===== src/rtl/sdiv_pkg.sv =====
// Package: shared types for the signed iterative divider.
// Assumes: nothing beyond IEEE 1800-2017 enums.
package sdiv_pkg;

    // Sequencing phase of the divider core.
    typedef enum logic [1:0] {
        ST_IDLE = 2'd0,   // waiting for start
        ST_RUN  = 2'd1,   // one quotient bit per cycle
        ST_FIX  = 2'd2    // sign correction and result capture
    } phase_t;

endpackage


===== src/rtl/sdiv_mag.sv =====
// Module: sdiv_mag
// Converts a signed W-bit operand into its unsigned magnitude and a sign flag.
// Assumes: the most negative value maps to magnitude 2^(W-1), which is
// representable as an unsigned W-bit number.
module sdiv_mag #(
    parameter int W = 16
) (
    input  logic [W-1:0] value,
    output logic [W-1:0] mag,
    output logic         neg
);

    // Purpose: take the sign bit and the absolute value as unsigned.
    always_comb begin
        neg = value[W-1];
        mag = neg ? (~value + {{(W-1){1'b0}}, 1'b1}) : value;
    end

endmodule


===== src/rtl/sdiv_core.sv =====
// Module: sdiv_core
// Restoring unsigned division, one quotient bit per clock, plus the phase
// sequencer (idle, W run cycles, one fix cycle).
// Assumes: W >= 2; operand magnitudes are presented in the accepting cycle.
module sdiv_core
    import sdiv_pkg::*;
#(
    parameter int W = 16
) (
    input  logic         clk,
    input  logic         rst_n,
    input  logic         start,
    input  logic [W-1:0] dd_mag,
    input  logic [W-1:0] ds_mag,
    output logic         accept,
    output logic         busy,
    output logic         fin,
    output logic [W-1:0] q_mag,
    output logic [W-1:0] r_mag
);

    localparam int             CW   = $clog2(W);
    localparam logic [CW-1:0]  LAST = CW'(W - 1);

    phase_t        phase;
    logic [CW-1:0] cnt;
    logic [W-1:0]  rem_q;
    logic [W-1:0]  quo_q;
    logic [W-1:0]  dvs_q;
    logic [W:0]    shifted;
    logic [W+1:0]  diff;
    logic          no_borrow;

    // Purpose: derive the handshake views of the phase.
    always_comb begin
        busy   = (phase != ST_IDLE);
        fin    = (phase == ST_FIX);
        accept = start && (phase == ST_IDLE);
    end

    // Purpose: one trial subtraction of the divisor from the shifted remainder.
    always_comb begin
        shifted   = {rem_q, quo_q[W-1]};
        diff      = {1'b0, shifted} - {2'b00, dvs_q};
        no_borrow = ~diff[W+1];
    end

    // Purpose: phase sequencing and the partial remainder / quotient shift.
    always_ff @(posedge clk) begin
        if (!rst_n) begin
            phase <= ST_IDLE;
            cnt   <= '0;
            rem_q <= '0;
            quo_q <= '0;
            dvs_q <= '0;
        end else begin
            case (phase)
                ST_IDLE: begin
                    if (start) begin
                        rem_q <= '0;
                        quo_q <= dd_mag;
                        dvs_q <= ds_mag;
                        cnt   <= '0;
                        phase <= ST_RUN;
                    end
                end
                ST_RUN: begin
                    quo_q <= {quo_q[W-2:0], no_borrow};
                    rem_q <= no_borrow ? diff[W-1:0] : shifted[W-1:0];
                    cnt   <= cnt + 1'b1;
                    if (cnt == LAST) begin
                        phase <= ST_FIX;
                    end
                end
                ST_FIX: begin
                    phase <= ST_IDLE;
                end
                default: begin
                    phase <= ST_IDLE;
                end
            endcase
        end
    end

    assign q_mag = quo_q;
    assign r_mag = rem_q;

    AST_REM_BOUND: assert property (@(posedge clk) disable iff (!rst_n)
        (phase == ST_RUN && dvs_q != '0) |-> (rem_q < dvs_q));
    AST_FIX_AFTER_RUN: assert property (@(posedge clk) disable iff (!rst_n)
        (phase == ST_FIX) |-> ($past(phase) == ST_RUN));
    AST_START_IGNORED: assert property (@(posedge clk) disable iff (!rst_n)
        (busy && start) |=> $stable(dvs_q));

endmodule


===== src/rtl/sdiv_fix.sv =====
// Module: sdiv_fix
// Applies the truncating sign rules to the unsigned results and the
// zero-divisor override.
// Assumes: magnitudes come from the restoring core; flags describe the
// operands captured at acceptance.
module sdiv_fix #(
    parameter int W = 16
) (
    input  logic [W-1:0] q_mag,
    input  logic [W-1:0] r_mag,
    input  logic         neg_dd,
    input  logic         neg_ds,
    input  logic         dbz,
    output logic [W-1:0] q_out,
    output logic [W-1:0] r_out
);

    // Purpose: negate quotient on sign mismatch, remainder on negative dividend.
    always_comb begin
        if (dbz) begin
            q_out = '1;
        end else if (neg_dd ^ neg_ds) begin
            q_out = ~q_mag + {{(W-1){1'b0}}, 1'b1};
        end else begin
            q_out = q_mag;
        end
        r_out = neg_dd ? (~r_mag + {{(W-1){1'b0}}, 1'b1}) : r_mag;
    end

endmodule


===== src/rtl/sdiv_iter.sv =====
// Module: sdiv_iter (top)
// Multicycle signed divider: magnitude conversion, restoring core, sign fix
// and registered outputs with a start/busy/done handshake.
// Assumes: start is a synchronous strobe; operands are valid with it.
module sdiv_iter #(
    parameter int W = 16
) (
    input  logic         clk,
    input  logic         rst_n,
    input  logic         start,
    input  logic [W-1:0] dividend,
    input  logic [W-1:0] divisor,
    output logic         busy,
    output logic         done,
    output logic [W-1:0] quotient,
    output logic [W-1:0] remainder,
    output logic         div_by_zero
);

    localparam int NOPS = 2;   // operand 0 = dividend, 1 = divisor

    logic [NOPS-1:0][W-1:0] opnd;
    logic [NOPS-1:0][W-1:0] mag;
    logic [NOPS-1:0]        neg;
    logic                   accept;
    logic                   fin;
    logic [W-1:0]           q_mag;
    logic [W-1:0]           r_mag;
    logic [W-1:0]           q_fix;
    logic [W-1:0]           r_fix;
    logic                   neg_dd_q;
    logic                   neg_ds_q;
    logic                   dbz_q;

    assign opnd[0] = dividend;
    assign opnd[1] = divisor;

    for (genvar g = 0; g < NOPS; g++) begin : g_mag
        sdiv_mag #(.W(W)) i_mag (
            .value (opnd[g]),
            .mag   (mag[g]),
            .neg   (neg[g])
        );
    end

    sdiv_core #(.W(W)) i_core (
        .clk    (clk),
        .rst_n  (rst_n),
        .start  (start),
        .dd_mag (mag[0]),
        .ds_mag (mag[1]),
        .accept (accept),
        .busy   (busy),
        .fin    (fin),
        .q_mag  (q_mag),
        .r_mag  (r_mag)
    );

    sdiv_fix #(.W(W)) i_fix (
        .q_mag  (q_mag),
        .r_mag  (r_mag),
        .neg_dd (neg_dd_q),
        .neg_ds (neg_ds_q),
        .dbz    (dbz_q),
        .q_out  (q_fix),
        .r_out  (r_fix)
    );

    // Purpose: remember operand signs and zero divisor at acceptance.
    always_ff @(posedge clk) begin
        if (!rst_n) begin
            neg_dd_q <= 1'b0;
            neg_ds_q <= 1'b0;
            dbz_q    <= 1'b0;
        end else if (accept) begin
            neg_dd_q <= neg[0];
            neg_ds_q <= neg[1];
            dbz_q    <= (divisor == '0);
        end
    end

    // Purpose: capture results in the fix cycle and hold them afterwards.
    always_ff @(posedge clk) begin
        if (!rst_n) begin
            quotient    <= '0;
            remainder   <= '0;
            div_by_zero <= 1'b0;
            done        <= 1'b0;
        end else begin
            done <= fin;
            if (fin) begin
                quotient    <= q_fix;
                remainder   <= r_fix;
                div_by_zero <= dbz_q;
            end
        end
    end

    AST_DONE_PULSE: assert property (@(posedge clk) disable iff (!rst_n)
        done |=> !done);
    AST_DONE_NOT_BUSY: assert property (@(posedge clk) disable iff (!rst_n)
        done |-> !busy);
    AST_RESULT_HOLD: assert property (@(posedge clk) disable iff (!rst_n)
        (!busy && !start) |=> ($stable(quotient) && $stable(remainder) && $stable(div_by_zero)));
    AST_DBZ_ALL_ONES: assert property (@(posedge clk) disable iff (!rst_n)
        (done && div_by_zero) |-> (quotient == '1));

endmodule


===== config.mk =====
export PLATFORM = sky130hd
export DESIGN_NAME = sdiv_iter
export DESIGN_NICKNAME = d
export VERILOG_FILES = /design/src/rtl/sdiv_pkg.sv /design/src/rtl/sdiv_mag.sv /design/src/rtl/sdiv_core.sv /design/src/rtl/sdiv_fix.sv /design/src/rtl/sdiv_iter.sv
export SDC_FILE = /design/constraint.sdc
export NUM_CORES = 1
export LEC_CHECK = 0
export BUFFER_PORTS_ARGS = -buffer_cell sky130_fd_sc_hd__buf_4
export CORE_ASPECT_RATIO = 1.4
export CORE_MARGIN = 2
export CORE_UTILIZATION = 28
export DETAILED_ROUTE_END_ITERATION = 16
export SYNTH_ARGS = -nofsm -noshare
export SYNTH_HDL_FRONTEND = slang
export SYNTH_SLANG_ARGS = --single-unit

===== constraint.sdc =====
create_clock -name clk -period 3.9 [get_ports clk]
set_input_delay 0.39 -clock clk [delete_from_list [all_inputs] [get_ports clk]]
set_output_delay 0.39 -clock clk [all_outputs]
set_load 0.02 [all_outputs]

## Word-level counts from Yosys, hierarchy flattened

Cells that the tools add are included.

| storage, ports and cells | value |
|---|---|
| register bits after elaboration | 91 |
| input port bits | 35 |
| output and inout port bits | 35 |
| logic and storage cells | 52 |

| operators by class | value |
|---|---|
| add/sub/neg operators | 6 |
| equal/unequal tests | 5 |
| multiplexer cells | 15 |
| bitwise operators | 6 |
| reductions and logical operators | 8 |

Operator list:

| cell | count |
|---|---|
| 16-bit 2-to-1 mux | 8 |
| 16-bit by 1-bit adder with 16-bit output, second input constant | 4 |
| 16-bit NOT | 4 |
| 16-bit case mux with 2 select lines | 2 |
| 17-bit by 16-bit subtractor with 18-bit output | 1 |
| 16-bit zero test | 1 |
| 4-bit case mux with 2 select lines | 1 |
| 2-bit AND reduction | 3 |
| 4-bit by 1-bit adder with 4-bit output, second input constant | 1 |
| 4-bit equality test, second input constant | 1 |
| 2-bit 2-to-1 mux | 2 |
| 4-bit 2-to-1 mux | 1 |
| 2-bit case mux with 2 select lines | 1 |
| 2-bit nonzero test | 2 |
| 2-bit by 1-bit equality test with 1-bit output, second input constant | 1 |
| 2-bit equality test, second input constant | 1 |
| 2-bit zero test | 1 |
| 2-bit by 1-bit inequality test with 1-bit output, second input constant | 1 |
| 2-bit inequality test, second input constant | 1 |
| 1-bit logical AND | 1 |
| 1-bit NOT | 1 |
| 1-bit XOR | 1 |

## Longest topological paths before layout

| logic depth | value |
|---|---|
| depth in word-level cells | 5 |
| mapped depth | 10 |
| mapped depth without buffers | 9 |

## Hierarchy

A second synthesis with hierarchy kept.

| unflattened totals | value |
|---|---|
| cell total of the unflattened synthesis | 699 |
| area, all modules | 5,992.0 µm² |

Modules (own cells, without submodules):

| module | instances | cells an instance | area an instance (µm²) | sequential area each (µm²) |
|---|---|---|---|---|
| sdiv_core | 1 | 364 | 2,964.1 | 1,081.0 |
| sdiv_iter | 1 | 122 | 1,441.4 | 740.7 |
| sdiv_fix | 1 | 115 | 840.8 | 0.0 |
| sdiv_mag | 2 | 49 | 372.9 | 0.0 |

## Worst setup path after synthesis

Ideal clock, no wire load.

| path | value |
|---|---|
| kind | register to register |
| from | register i_core.rem_q[9], in the netlist i_core.r_mag[9] |
| to | register i_core.rem_q[12], in the netlist i_core.r_mag[12] |
| setup time | 0.130 ns |
| arrival time | 1.961 ns |
| data required time | 3.770 ns |
| slack | 1.810 ns |
| stages on the path, launching flop included | 10 |
| path buffers | 3 |
| clock period less this slack | 2.090 ns |
| cell sequence | dfxtp_1 > ha_1 > buf_2 > a211oi_1 > o211ai_1 > o311a_1 > buf_2 > clkbuf_1 > o2111ai_1 > o211ai_1 |

| on the way | value |
|---|---|
| longest elaborated chain between the ends | 3 |

RTL lines:

| item | line | text |
|---|---|---|
| start: declaration | sdiv_core.sv:27 | `logic [W-1:0] rem_q;` |
| start signal: assignment | sdiv_core.sv:69 | `rem_q <= no_borrow ? diff[W-1:0] : shifted[W-1:0];` |
| 17-bit by 16-bit subtractor with 18-bit output | sdiv_core.sv:44 | `diff = {1'b0, shifted} - {2'b00, dvs_q};` |
| 16-bit 2-to-1 mux | sdiv_core.sv:69 |  |
| 16-bit case mux with 2 select lines | sdiv_core.sv:57 | `case (phase)` |

Every way passes these cells.
A chain may end at the register's enable or synchronous reset.

## Final worst setup path

| path | value |
|---|---|
| from | register i_core.rem_q[10], in the netlist i_core.r_mag[10] |
| to | register i_core.rem_q[3], in the netlist i_core.r_mag[3] |

The elaborated chain is that of the path after synthesis.

==> summary.txt <==
Logic synthesis
  • Syn Nets: 765
  • Area contributors post-synth: dfxtp_1 (32%), nand2_1 (6.2%), xnor2_1 (5.2%)
  • Main flop type after synthesis: dfxtp_1
  • Yosys reg bits: 91
  • Count of different cell masters after synthesis: 65
  • Post-Syn Area per Cell: 8.064 um^2
  • Synthesized cell area: 5709 um^2
  • Cells after synthesis: 708
  • Synth Warn #: 0
  • Seq/Total Area, Yosys: 31.91%
  • Ys async rst share: 0%
  • Post-synth top area share: 31.91%
  • Yosys top cell by area: dfxtp_1
  • Post-synth EDFFs: 0

Floorplanning
  • Die Area: 21560 um^2
  • DIE HEIGHT: 173.0 um
  • Core Region: 19920 um^2
  • # IOs: 70
  • Num rows: 61
  • Initial Util: 28.66%
  • Die Width: 124.7 um

Worst setup path
  • CP Max Fanout: 21
  • FF-to-FF Start: i_core.r_mag[10]
  • CP arrival: 2.79 ns
  • CP startpoint kind: register
  • Setup crit start: i_core.r_mag[10]
  • Worst stage delay on the critical path: 0.63 ns
  • CP Capture Type: register
  • CP max-delay cell: o311a_1
  • Crit-path cells: ha_1 -> o21ai_0 -> o211ai_1 -> o311a_1 -> or2_1 -> o211ai_1
  • Setup CP Type: reg2reg
  • Crit path top cell by count: o211ai_1
  • Worst-case register-to-register setup slack: 1.32 ns
  • Req. time, crit path: 4.11 ns

Place
  • Port Buffers: 69
  • Cells after DPL: 990
  • Setup WS pre-CTS: 1.357 ns
  • Dpl hpwl: 11510 um
  • Final Wtd Congestion: 0.8875

Job
  • Max_cap viols: 0

Clocking
  • Hold-fix buffers, CTS: 0
  • Worst skew pair latency: 0.35 ns
  • Post-CTS setup buffer count: 0
  • CTS sink cnt: 91
  • Clock transition at path regs: 0.07 ns
  • CTS Root Cell: clkbuf_16
  • Clock Tree Buf Depth: 2
  • Post-CTS Resized: 0
  • CTS Buf Count: 9
  • CTS tree: built
  • Htree depth: 3

Run status
  • Status: complete, no violations

Power and ir drop
  • P per Cell Area: 412.6 nW/um^2
  • Total power: 2770 uW
  • P_leak: 0.002802 uW
  • Peak supply drop: 0.2021 mV

Layout
  • Diodes inserted: 0
  • Non-filler cells, final: 1006
  • Final net count: 806
  • Share of the core filled with cells: 33.70%
  • Share of cells above drive strength 1: 14.72%
  • Seq. cell area: 1822 um^2
  • FILL cells: 2107
  • Area Growth Syn to Fin: 17.60%
  • Multi-input logic area: 3577 um^2

STA
  • Setup WS post-layout: 1.319 ns
  • Period utilisation layout: 66.17%
  • Final Skew: 0.01152 ns
  • Slew headroom: 36.36%
  • Final Hold Fails: 0
  • Max Fclk: 387.5 MHz
  • RSZ-0062 raised after global routing: false
  • Final worst path period need: 2.581 ns
  • Setup TNS: 0 ns
  • Max-slew violations: 0
  • Worst Tran Pin Value: 0.9503 ns
  • Setup Viol. Count Final: 0

Global route
  • Largest net degree at the start of global routing: 45
  • GR Util All Layers: 13.80%
  • Vias in the first global route: 4803
  • First-pass GRT wire length: 24680 um
  • Grt total ovfl: 0
  • Initial antenna violation count: 0

Route
  • Detailed Route Iter0 Violations: 277
  • Via count: 5119
  • Final wirelength: 15090 um
  • Remaining routing DRC violations: 0
  • Via/cell ratio: 5.088
  • Post-route ant nets: 0
  • Wire length per cell: 15.00 um
  • 1st-pass router iterations: 5

Min path
  • Hold Crit Class: in2reg
  • HP Start: divisor[0]
-- flip-flops by register name, indices dropped and copies added (netlist names) --
| name | cells |
|---|---|
| quotient | 16 |
| remainder | 16 |
| i_core.dvs_q | 16 |
| i_core.cnt | 4 |
| done | 1 |
| i_core.phase | 2 |
| neg_ds_q | 1 |
| i_core.r_mag | 16 |
| div_by_zero | 1 |
| neg_dd_q | 1 |
| dbz_q | 1 |
| i_core.q_mag | 16 |
-- through the flow --
step                hold WS (ns)  instance area (um^2)
finish                    0.3273                  6714
global route              0.3338                  6714
CTS                       0.3234                  6714
detailed placement        0.4683                  6401
global placement          0.4628                  6401
floorplan                 0.4478                  5709
-- metal layers --
| layer | GRT usage (%) | routed length [um] | vias to the layer above |
|---|---|---|---|
| li1 | - | - | 2599 |
| met1 | 16.68 | 6546 | 2408 |
| met2 | 25.05 | 7855 | 101 |
| met3 | 2.475 | 513 | 11 |
| met4 | 3.605 | 174 | 0 |
| met5 | 0 | 0 | - |
-- cell type report --
type,count,share of cell area [%]
repair buffers,76,8.498
clock buffers,9,3.354
clock inverters,7,1.305
multi-input cells,540,53.28
well taps,252,4.696
inverters,31,1.733
flip-flops and latches,91,27.13
-- Yosys cell counts (6+ instances only) --
library cell,number
ha_1,21
nor3_1,19
o211a_1,19
nand3_1,6
o21ai_0,54
nor2b_1,11
a21oi_1,39
xor2_1,30
and2_1,14
buf_2,11
o211ai_1,25
nor2_1,39
dfxtp_1,91
a21boi_0,12
xnor2_1,34
o31ai_1,8
clkbuf_1,28
inv_1,31
nand2_1,95
nand2b_1,10
a22oi_1,17
-- cells in the final DEF, fill, tap and decap left out, types with 4 or more instances in the layout --
cell type | netlist | layout
a21oi_1 | 39 | 39
o31ai_1 | 8 | 8
buf_4 | 0 | 76
nand4_1 | 5 | 5
o31a_1 | 4 | 4
and2_1 | 14 | 14
ha_1 | 21 | 21
o211a_1 | 19 | 19
a21boi_0 | 12 | 12
a211oi_1 | 4 | 4
xnor2_1 | 34 | 34
dfxtp_1 | 91 | 91
mux2i_1 | 4 | 4
inv_1 | 31 | 31
o21ai_1 | 5 | 5
nand3_1 | 6 | 6
o41ai_1 | 5 | 5
nor2b_1 | 11 | 10
a22oi_1 | 17 | 17
o21ai_0 | 54 | 54
o211ai_1 | 25 | 25
nor2_1 | 39 | 39
xor2_1 | 30 | 30
nor3_1 | 19 | 19
clkbuf_16 | 0 | 9
nand2_1 | 95 | 95
nand2b_1 | 10 | 10
and3_1 | 4 | 4
-- path summary, 6_finish.rpt --
path	to	cells past startpoint
min reg2reg	div_by_zero	2
max reg2reg	i_core.r_mag[3]	6
min	i_core.dvs_q[0]	3
max	i_core.r_mag[3]	6
-- logic make-up after synthesis --
kind of cell             count (synthesis)  synth area share, %
XOR/XNOR                                64                9.818
buffers and inverters                   77                5.566
multiplexers                             5               0.8985
AND/OR/NAND/NOR                        230                20.34
AO/OA/AOI/OAI                          219                26.52
adder cells (fa/ha/maj)                 22                4.953
flip-flops                              91                31.91
-- critical path: cells and delay by family (launching register included) --
kind	cells	cell delay, ns
AOI/OAI and AO/OA	4	1.11
DFF	1	0.38
adders and majority gates	1	0.48
and+or+nand+nor	1	0.47
-- where the power goes --
part           internal, uW  total [uW]  switching (uW)
Sequential              976        1050            71.3
Combinational           327         799             472
Clock                   514         923             409
Total                  1820        2770             952
Note: power is estimated with default switching activity, not from simulation.
